### config.mk
export PLATFORM = sky130hd
export DESIGN_NAME = evt_oneshot_timer
export DESIGN_NICKNAME = d
export VERILOG_FILES = /design/src/rtl/evtm_pkg.sv /design/src/rtl/evtm_edge_sync.sv /design/src/rtl/evtm_down_counter.sv /design/src/rtl/evtm_irq_flag.sv /design/src/rtl/evt_oneshot_timer.sv
export SDC_FILE = /design/constraint.sdc
export NUM_CORES = 1
export LEC_CHECK = 0
export ABC_CLOCK_PERIOD_IN_PS = 4900
export BUFFER_PORTS_ARGS = -buffer_cell sky130_fd_sc_hd__buf_2
export CAP_MARGIN = 20
export CORE_MARGIN = 1
export CORE_UTILIZATION = 41
export CTS_BUF_LIST = sky130_fd_sc_hd__clkbuf_8
export CTS_CLUSTER_SIZE = 20
export DETAILED_ROUTE_END_ITERATION = 7
export SLEW_MARGIN = 20
export SYNTH_ARGS = -nofsm -noshare
export SYNTH_HDL_FRONTEND = slang
export SYNTH_SLANG_ARGS = --single-unit
### constraint.sdc
create_clock -name clk -period 4.9 [get_ports clk]
set_input_delay 0.49 -clock clk [delete_from_list [all_inputs] [get_ports clk]]
set_output_delay 0.49 -clock clk [all_outputs]
set_load 0.005 [all_outputs]
### src/rtl/evtm_pkg.sv
package evtm_pkg;
  // byte lane chosen by byte_sel
  typedef enum logic {
    SEL_LO = 1'b0,
    SEL_HI = 1'b1
  } evtm_byte_e;

  // tick source chosen by count_events
  typedef enum logic {
    SRC_CLOCK = 1'b0,
    SRC_EDGE  = 1'b1
  } evtm_src_e;
endpackage

### src/rtl/evtm_edge_sync.sv
module evtm_edge_sync #(
  parameter int STAGES = 2
) (
  input  logic clk,
  input  logic rst_n,
  input  logic pin_i,
  output logic fall_o
);
  // pipe[0..STAGES-1] synchronize, pipe[STAGES] holds previous level
  logic [STAGES:0] pipe;

  always_ff @(posedge clk or negedge rst_n) begin
    if (!rst_n) pipe[0] <= 1'b1;
    else        pipe[0] <= pin_i;
  end

  genvar gi;
  generate
    for (gi = 1; gi <= STAGES; gi++) begin : g_stage
      always_ff @(posedge clk or negedge rst_n) begin
        if (!rst_n) pipe[gi] <= 1'b1;
        else        pipe[gi] <= pipe[gi-1];
      end
    end
  endgenerate

  function automatic logic is_fall(input logic prev, input logic now);
    return prev & ~now;
  endfunction

  assign fall_o = is_fall(pipe[STAGES], pipe[STAGES-1]);

  AST_FALL_SINGLE: assert property (@(posedge clk) disable iff (!rst_n)
    fall_o |=> !fall_o);
endmodule

### src/rtl/evtm_down_counter.sv
module evtm_down_counter #(
  parameter int BYTE_W = 8
) (
  input  logic                  clk,
  input  logic                  rst_n,
  input  logic                  wr_lo_i,
  input  logic                  wr_hi_i,
  input  logic [BYTE_W-1:0]     wr_data_i,
  input  logic                  tick_i,
  output logic [2*BYTE_W-1:0]   cnt_o,
  output logic                  load_o,
  output logic                  timeout_o
);
  localparam int CNT_W = 2 * BYTE_W;
  localparam logic [CNT_W-1:0] ONE = {{(CNT_W-1){1'b0}}, 1'b1};

  logic [BYTE_W-1:0] lo_hold_q;
  logic [CNT_W-1:0]  cnt_q;
  logic              armed_q;

  function automatic logic [CNT_W-1:0] step_down(input logic [CNT_W-1:0] v);
    return v - ONE;
  endfunction

  function automatic logic at_zero(input logic [CNT_W-1:0] v);
    return (v == '0);
  endfunction

  assign load_o    = wr_hi_i;
  assign timeout_o = armed_q & tick_i & at_zero(cnt_q) & ~load_o;
  assign cnt_o     = cnt_q;

  always_ff @(posedge clk or negedge rst_n) begin
    if (!rst_n)       lo_hold_q <= '0;
    else if (wr_lo_i) lo_hold_q <= wr_data_i;
  end

  always_ff @(posedge clk or negedge rst_n) begin
    if (!rst_n)      cnt_q <= '0;
    else if (load_o) cnt_q <= {wr_data_i, lo_hold_q};
    else if (tick_i) cnt_q <= step_down(cnt_q);
  end

  always_ff @(posedge clk or negedge rst_n) begin
    if (!rst_n)         armed_q <= 1'b0;
    else if (load_o)    armed_q <= 1'b1;
    else if (timeout_o) armed_q <= 1'b0;
  end

  AST_LOAD_ARMS: assert property (@(posedge clk) disable iff (!rst_n)
    load_o |=> armed_q);
  AST_DISARM_AFTER_FIRE: assert property (@(posedge clk) disable iff (!rst_n)
    timeout_o |=> !armed_q);
  AST_WRAP_ALL_ONES: assert property (@(posedge clk) disable iff (!rst_n)
    timeout_o |=> (&cnt_q));
  AST_HOLD_NO_TICK: assert property (@(posedge clk) disable iff (!rst_n)
    (!tick_i && !load_o) |=> $stable(cnt_q));
endmodule

### src/rtl/evtm_irq_flag.sv
module evtm_irq_flag (
  input  logic clk,
  input  logic rst_n,
  input  logic set_i,
  input  logic clr_load_i,
  input  logic clr_read_i,
  output logic flag_o
);
  logic flag_q;

  always_ff @(posedge clk or negedge rst_n) begin
    if (!rst_n)                        flag_q <= 1'b0;
    else if (set_i)                    flag_q <= 1'b1;
    else if (clr_load_i || clr_read_i) flag_q <= 1'b0;
  end

  assign flag_o = flag_q;

  AST_SET_WINS: assert property (@(posedge clk) disable iff (!rst_n)
    set_i |=> flag_q);
  AST_RISE_HAS_CAUSE: assert property (@(posedge clk) disable iff (!rst_n)
    $rose(flag_q) |-> $past(set_i));
  AST_READ_CLEARS: assert property (@(posedge clk) disable iff (!rst_n)
    (clr_read_i && !set_i) |=> !flag_q);
  AST_LOAD_CLEARS: assert property (@(posedge clk) disable iff (!rst_n)
    (clr_load_i && !set_i) |=> !flag_q);
endmodule

### src/rtl/evt_oneshot_timer.sv
module evt_oneshot_timer #(
  parameter int BYTE_W      = 8,
  parameter int SYNC_STAGES = 2
) (
  input  logic              clk,
  input  logic              rst_n,
  input  logic              count_events,
  input  logic              pulse_in,
  input  logic              wr_en,
  input  logic              rd_en,
  input  logic              byte_sel,
  input  logic [BYTE_W-1:0] wr_data,
  output logic [BYTE_W-1:0] rd_data,
  output logic              irq_flag
);
  import evtm_pkg::*;

  localparam int CNT_W = 2 * BYTE_W;
  localparam logic [CNT_W-1:0] ONE = {{(CNT_W-1){1'b0}}, 1'b1};

  // named internal events
  logic             edge_fall;
  logic             tick;
  logic             wr_lo, wr_hi, rd_lo;
  logic             load_ev, timeout_ev;
  logic [CNT_W-1:0] cnt;

  function automatic logic [BYTE_W-1:0] pick_byte(input logic [CNT_W-1:0] v,
                                                  input evtm_byte_e lane);
    return (lane == SEL_HI) ? v[CNT_W-1:BYTE_W] : v[BYTE_W-1:0];
  endfunction

  assign wr_lo = wr_en & (evtm_byte_e'(byte_sel) == SEL_LO);
  assign wr_hi = wr_en & (evtm_byte_e'(byte_sel) == SEL_HI);
  assign rd_lo = rd_en & (evtm_byte_e'(byte_sel) == SEL_LO);

  evtm_edge_sync #(.STAGES(SYNC_STAGES)) u_sync (
    .clk    (clk),
    .rst_n  (rst_n),
    .pin_i  (pulse_in),
    .fall_o (edge_fall)
  );

  assign tick = (evtm_src_e'(count_events) == SRC_EDGE) ? edge_fall : 1'b1;

  evtm_down_counter #(.BYTE_W(BYTE_W)) u_cnt (
    .clk       (clk),
    .rst_n     (rst_n),
    .wr_lo_i   (wr_lo),
    .wr_hi_i   (wr_hi),
    .wr_data_i (wr_data),
    .tick_i    (tick),
    .cnt_o     (cnt),
    .load_o    (load_ev),
    .timeout_o (timeout_ev)
  );

  evtm_irq_flag u_flag (
    .clk        (clk),
    .rst_n      (rst_n),
    .set_i      (timeout_ev),
    .clr_load_i (load_ev),
    .clr_read_i (rd_lo),
    .flag_o     (irq_flag)
  );

  assign rd_data = pick_byte(cnt, evtm_byte_e'(byte_sel));

  AST_TIMED_STEP: assert property (@(posedge clk) disable iff (!rst_n)
    (!count_events && !load_ev) |=> (cnt == ($past(cnt) - ONE)));
  AST_LOW_WRITE_KEEPS: assert property (@(posedge clk) disable iff (!rst_n)
    (wr_lo && !tick) |=> $stable(cnt));
  AST_NO_DUAL_STROBE: assert property (@(posedge clk) disable iff (!rst_n)
    !(wr_en && rd_en));
endmodule

; ---- Yosys cells after proc, flatten, opt, wreduce, memory -nomap -nowiden
; Cells that the tools add are included.
; W data, S select, Z words.
[word_totals]
regBits = 29
latchBits = 0
ram_bits = 0
mem_bits_ro = 0
inputBits = 15
wordCells = 31
n_memories = 0
[op_classes]
n_addsub = 1
n_mul = 0
div = 0
magnitude_cmp = 0
n_eq_ne = 0
n_shift = 0
muxes = 8
n_bitwise = 10
n_reduce_logical = 5
[op_table]
columns = cell, n
row1 = $mux W16, 2
row2 = $logic_not A16 Y1, 1
row3 = $sub A16 B1 Y16 const B, 1
row4 = $mux W8, 1
row5 = $and A1 B1 Y1, 7
row6 = $reduce_bool A2 Y1, 3
row7 = $mux W1, 5
row8 = $not A1 Y1, 3
row9 = $logic_or A1 B1 Y1, 1

; ---- Depth between registers and ports, before layout
; Gate-level depths: netlist of the first run.
[depth]
ltp_word = 8
ltp_mapped = 6

; ---- By module
; A second synthesis of the first run with hierarchy kept.
[unflattened]
cells_unflattened = 138
hier_area_um2 = 1562.7
[by_module_without_submodules]
columns = mod, n_inst, cells_per_inst, area_each_um2
row1 = evtm_down_counter, 1, 118, 1275.0
row2 = evt_oneshot_timer, 1, 13, 158.9
row3 = evtm_edge_sync, 1, 4, 92.6
row4 = evtm_irq_flag, 1, 3, 36.3

; ---- Worst setup path after synthesis of the first run
; OpenSTA, ideal clock, no wires.
[synth_path]
path_type = flip-flop to flip-flop
from = register u_cnt.cnt_q[0] (netlist: u_cnt.cnt_o[0])
to = register u_cnt.cnt_q[12] (netlist: u_cnt.cnt_o[12])
arrival_ns = 2.049
path_slack_ns = 2.769
path_stages_with_launch = 7
cell_sequence = dfrtp_1 inv_1 ha_1 or3b_2 a21o_1 or4_2 a31oi_1
[synth_between]
elab_chain_len = 3
[synth_lines]
columns = item, line
row1 = start: declaration, evtm_down_counter.sv:18  ; logic [CNT_W-1:0] cnt_q;
row2 = start signal: assignment, evtm_down_counter.sv:40  ; else if (load_o) cnt_q <= {wr_data_i, lo_hold_q};
row3 = start signal: assignment, evtm_down_counter.sv:41  ; else if (tick_i) cnt_q <= step_down(cnt_q);
row4 = $sub A16 B1 Y16, evtm_down_counter.sv:22  ; return v - ONE;
row5 = $mux W16, evtm_down_counter.sv:41
row6 = $mux W16, evtm_down_counter.sv:40
; Every way passes these cells. The select of a mux whose other input is x is not followed.
; A chain may end at the register's enable or synchronous reset.

; ---- Worst setup path in the final report of the first run
; Ends and elaborated chain as after synthesis.

==> flow_metrics.tcl, run 1 <==
set metrics [dict create \
    status "completed" \
    async_flop_share_pct 100.0 \
    critPathKind "reg2reg" \
    fillers 344 \
    cp.required_ns 5.11 \
    synth_edf_count 0 \
    seq_area_um2 729.5 \
    grt_start_max_net_pins 30 \
    detail_route.iter0.violations 66 \
    yosysMostFrequentCell "dfrtp_1" \
    antenna_found_initial 0 \
    tritoncts "built" \
    peakVddDrop_mv 0.1767 \
    cts_buffers 5 \
    cts_sinks 29 \
    htree_num_levels 2 \
    root_buffer "clkbuf_8" \
    worst_slew_pin_slew_ns 0.6604 \
    place_ws_ns 2.651 \
    ios 24 \
    post-route-min-period_ns 2.250 \
    ys_seq_area_share_pct 46.42 \
    synth_cells 162 \
    grt-ovfl-total 0 \
    dr.pass1.iters 4 \
    maxCapViolCount 0 \
    drv_slew 0 \
    ys.flop_type "dfrtp_1" \
    final_antenna_net_count 0 \
    grt_usage_pct 20.08 \
    drive_gt1_share_pct 28.57 \
    ys.warnings.count 0 \
    cts_setup_buffers 0 \
    grt_pass1_vias 1241 \
    rsz0062_at_grt "no" \
    io_buffers 23 \
    synth-seq-cells 29 \
    routed_wl_mm 3.581 \
    multi_input_area_um2 775.7 \
    critPathCapture "u_cnt.cnt_o[12]" \
    setup_violations 0 \
    leakage_uw 0.0007267 \
    hpwl_mm 2.501 \
    avgRoutedWirePerCell_um 15.57 \
    avgSynthCellArea_um2 9.701 \
    area_growth_pct 13.85 \
    worstPathMaxFanout 5 \
    die_area_um2 4084 \
    grt_pass1_wl_mm 6.044 \
    reg2reg_from "u_cnt.cnt_o[0]" \
    synth.distinct_cells 39 \
    hp-class "in2async" \
    setup_ws_ns 2.650 \
    start_util_pct 42.93 \
    placed_area_um2 1703 \
    fp-row-count 22 \
    diodes 0 \
    yosys-top-cells-count "dfrtp_1 (26), mux2_2 (13), nand2_1 (13), o21ai_0 (11)" \
    num_vias 1303 \
    path_clk_slew_ns 0.06 \
    worst-r2r-cell-count 6 \
    r2r_end "u_cnt.cnt_o[12]" \
    synth_area_um2 1572 \
    arrival_ns 2.46 \
    r2r_setup_slack_ns 2.65 \
    synth_top_cell_area_share_pct 41.40 \
    cp-startpoint "u_cnt.cnt_o[0]" \
    cp-end-kind "flip-flop" \
    clk_latency_ns 0.28 \
    fmax_mhz 444.5 \
    drc 0 \
    whs_ns 0.2265 \
    nets 197 \
    cts_max_path_buffers 2 \
    core-area_um2 3661 \
    syn_nets 178 \
    viasPerCell 5.665 \
    cts_resized 0 \
    worstSetupStartpointType "flip-flop" \
    period_share_pct 45.91 \
    die_width_um 63.91 \
    slew_headroom_pct 55.78 \
    cts_hold_buf 0 \
    routabilityCongestion 0.8754 \
    p_per_area_nw_per_um2 399.5 \
    synth_largest_area_cell "dfrtp_1" \
    synth.area.top_cells "dfrtp_1 (41%), mux2_2 (9.3%), dfstp_2 (5.0%)" \
    design_area_um2 1789 \
    dieHeight_um 63.91 \
    finalHoldViolations 0 \
    setup_tns_ns 0 \
    skew_ns 0.002804 \
]
==> worst min path at each step <==
stage | to | slack, ns | cells past startpoint
3_3_place_gp | u_sync.pipe[1] | 0.35 | 0
6_report | u_cnt.cnt_o[0] | 0.23 | 1
2_1_floorplan | u_cnt.armed_q | 0.19 | 0
5_1_grt | u_cnt.cnt_o[2] | 0.27 | 1
4_1_cts | u_cnt.cnt_o[4] | 0.24 | 1
3_5_place_dp | u_sync.pipe[1] | 0.35 | 0
==> cell families after synthesis <==
group / count (synthesis) / share of synthesized area, %
AND/OR/NAND/NOR: 54 / 18.63
AO/OA/AOI/OAI: 42 / 17.28
flip-flops: 29 / 46.42
buffers and inverters: 17 / 4.219
multiplexers: 13 / 9.315
XOR/XNOR: 6 / 3.344
adder cells (fa/ha/maj): 1 / 0.7961
==> worst max-delay path, stage by stage (launching register included) <==
cell and delay, ns:
dfrtp_1 0.42, inv_1 0.09, ha_1 0.17, or3b_2 0.46, a21o_1 0.21, or4_2 0.64
a31oi_1 0.17
==> stage by stage <==
| stage | total power, uW | util (%) | std cells |
|---|---|---|---|
| finish | 714.7 | 48.87 | 230 |
| detailed placement | 525.1 | 46.51 | 222 |
| global route | 764.1 | 48.87 | 230 |
| CTS | 721.8 | 48.87 | 230 |
| floorplan | 461.6 | - | 162 |
| global placement | 521.9 | 46.51 | 222 |
==> cells in the final DEF, fill, tap and decap left out, drive strengths merged <==
master / synthesis / layout
nor4: 3 / 3
o31ai: 4 / 4
o21ai: 11 / 11
mux2: 13 / 13
or4b: 1 / 1
clkbuf: 10 / 5
or3b: 1 / 1
dfrtp: 26 / 26
a211oi: 1 / 1
clkinv: 0 / 2
a2111oi: 2 / 2
nand3: 7 / 7
or4: 7 / 7
inv: 6 / 6
nand4: 1 / 1
xnor2: 6 / 6
nand2b: 2 / 2
and2: 1 / 1
o41ai: 1 / 1
a2bb2oi: 1 / 1
dfstp: 3 / 3
a31oi: 4 / 4
and3: 1 / 1
ha: 1 / 1
nor2: 9 / 9
nor3: 4 / 4
nand2: 13 / 13
nand4b: 1 / 1
a21oi: 8 / 8
a21o: 3 / 3
buf: 1 / 23
nor2b: 1 / 1
o211ai: 4 / 4
o22ai: 1 / 1
clkinvlp: 0 / 1
o211a: 2 / 2
or3: 2 / 2
==> state kept, by name, summed over array words and instances (netlist names) <==
| signal | flops |
|---|---|
| u_cnt.cnt_o | 16 |
| u_flag.flag_o | 1 |
| u_cnt.armed_q | 1 |
| u_cnt.lo_hold_q | 8 |
| u_sync.pipe | 3 |
==> power by group <==
group          switching [uW]  internal [uW]
clock network            93.3           97.6
logic                    89.8           86.8
registers                62.4            285
total                     245            469
==> layer usage <==
layer	global-route usage (%)	wire length (um)	part of all wire (%)
met5	0	0	0
met4	8.523	59	1.6
met3	7.321	240	6.7
met2	29.52	1614	45
met1	26.39	1666	47
==> cell type report <==
cell class	count	area share, %
clock buffer	5	3.846
tap	48	3.357
multi-input combinational	116	43.36
timing repair buffer	23	6.434
clock inverter	3	0.9790
sequential	29	40.77
inverter	6	1.259
Note: power is estimated with default switching activity, not from simulation.
==> inputs of run 2 (changes only) <==
--- a/config.mk
+++ b/config.mk
@@ -5,7 +5,7 @@
 export SDC_FILE = /design/constraint.sdc
 export NUM_CORES = 1
 export LEC_CHECK = 0
-export ABC_CLOCK_PERIOD_IN_PS = 4900
+export ABC_CLOCK_PERIOD_IN_PS = 2000
 export BUFFER_PORTS_ARGS = -buffer_cell sky130_fd_sc_hd__buf_2
 export CAP_MARGIN = 20
 export CORE_MARGIN = 1
==> constraint.sdc (replaced) <==
create_clock -name clk -period 2 [get_ports clk]
set_input_delay 0.2 -clock clk [delete_from_list [all_inputs] [get_ports clk]]
set_output_delay 0.2 -clock clk [all_outputs]
set_load 0.005 [all_outputs]
==> flow_metrics.tcl, run 2 (same netlist as run 1, synthesis figures left out) <==
set metrics [dict create \
    grt_pass1_wl_mm 6.410 \
    status "completed" \
    drive_gt1_share_pct 35.23 \
    power.total_uw 1904 \
    routabilityCongestion 0.8576 \
    viasPerCell 5.618 \
    fmax_mhz 509.5 \
    p_per_area_nw_per_um2 989.4 \
    worstSetupStartpointType "flip-flop" \
    largest_reg_flops 16 \
    critPathKind "reg2reg" \
    antenna_found_initial 0 \
    dr.pass1.iters 4 \
    core-area_um2 3661 \
    post-route-min-period_ns 1.963 \
    setup_violations 0 \
    die_width_um 63.91 \
    cts_setup_buffers 0 \
    dieHeight_um 63.91 \
    dp_cells 232 \
    nets 208 \
    setup_tns_ns 0 \
    hp-class "in2reg" \
    r2r_setup_slack_ns 0.04 \
    diodes 0 \
    cts_max_path_buffers 2 \
    skew_ns 0.0009979 \
    arrival_ns 2.17 \
    grt_usage_pct 20.94 \
    worst_path_most_repeated_cell "or4_4" \
    layout_common_cells "dfrtp_1 (26), buf_2 (23), mux2_2 (13), nand2_1 (13), o21ai_0 (11)" \
    slew_headroom_pct 53.11 \
    grt_pass1_vias 1346 \
    period_share_pct 98.13 \
    cts_sinks 29 \
    placed_area_um2 1785 \
    io_buffers 23 \
    ios 24 \
    num_vias 1354 \
    cp_cell_sequence "or4_4 > or4_4 > or4_4 > a31oi_1" \
    cp_slowest_stage_delay_ns 0.53 \
    tritoncts "built" \
    detail_route.iter0.violations 75 \
    area_growth_pct 22.45 \
    peakVddDrop_mv 0.5080 \
    finalNonFillerCells 241 \
    grt-ovfl-total 0 \
    routed_wl_mm 3.931 \
    worst_slew_pin_slew_ns 0.7034 \
    die_area_um2 4084 \
    cp-end-kind "flip-flop" \
    leakage_uw 0.0007926 \
    hold-path-cell-count 1 \
    design_area_um2 1924 \
    slowest_stage "or4_4" \
    fillers 341 \
    htree_num_levels 2 \
    drv_slew 0 \
    finalHoldViolations 0 \
    worstPathMaxFanout 2 \
    worst-r2r-cell-count 4 \
    grt_start_max_net_pins 30 \
    path_clk_slew_ns 0.06 \
    cts_buffers 5 \
    root_buffer "clkbuf_8" \
    rsz0062_at_grt "no" \
    drc 0 \
    fp-row-count 22 \
    maxCapViolCount 0 \
    clk_latency_ns 0.28 \
    final_antenna_net_count 0 \
    hpwl_mm 2.783 \
    avgRoutedWirePerCell_um 16.31 \
    final_common_cell "dfrtp_1" \
    cp.required_ns 2.21 \
    start_util_pct 42.93 \
]
-- run 2: cell types whose count changed in the layout (fill, tap and decap cells not counted), moves of 2 or more --
cell	previous run	this run
clkbuf_8	5	7
buf_4	0	10
or4_4	1	4
or4_1	5	3
-- run 2: timing repair --
item	in CTS	in global routing
hold buffers	1	0
gates resized for setup	0	5
gates cloned	0	0
pin swaps	1	2
endpoints found under the setup margin	1	3
hold endpoints to repair	26	0
-- run 2: per-stage QoR --
step | util [%] | hold WS, ns | setup WS [ns]
global route | 52.56 | 0.005502 | 0.001618
floorplan | - | -0.09559 | 0.009746
finish | 52.56 | 0.009842 | 0.03732
CTS | 51.81 | 0.008010 | 0.004547
global placement | 48.77 | 0.2639 | 0.06682
detailed placement | 48.77 | 0.2700 | -0.00004752
-- run 2: area by class of cell --
type / count / area (um2) / share of cell area (%)
multi-input combinational: 116 / 810.8 / 42.13
timing repair buffer: 34 / 200.2 / 10.40
tap: 48 / 60.06 / 3.121
sequential: 29 / 729.5 / 37.91
inverter: 6 / 22.52 / 1.170
clock inverter: 1 / 5.005 / 0.2601
clock buffer: 7 / 96.34 / 5.006
-- run 2: critical path: cells and delay by family (launching register included) --
family / cells / cell delay [ns]
AOI/OAI and AO/OA: 1 / 0.13
and+or+nand+nor: 3 / 1.38
DFF: 1 / 0.37
-- run 2: worst paths after layout --
check | startpoint | end
setup / recovery | u_cnt.cnt_o[10] | u_cnt.cnt_o[15]
hold / removal | pulse_in | u_sync.pipe[0]
setup reg to reg | u_cnt.cnt_o[10] | u_cnt.cnt_o[15]
hold reg to reg | u_sync.pipe[0] | u_sync.pipe[1]
max in group asynchronous | rst_n | u_cnt.cnt_o[11]
min in group asynchronous | rst_n | u_cnt.lo_hold_q[0]
-- run 2: report_power, final --
| group | switching, uW | leakage [uW] | internal, uW |
|---|---|---|---|
| Clock | 236 | 0.0000542 | 311 |
| Sequential | 132 | 0.000328 | 698 |
| Combinational | 264 | 0.000411 | 264 |
-- run 2: per-layer routing --
| metal | GRT usage [%] | part of all wire (%) | up-vias |
|---|---|---|---|
| met5 | 0 | 0 | - |
| met4 | 9.375 | 1.7 | 0 |
| met3 | 4.286 | 4.0 | 8 |
| met2 | 34.44 | 48 | 29 |
| met1 | 26.33 | 46 | 659 |
| li1 | - | - | 658 |
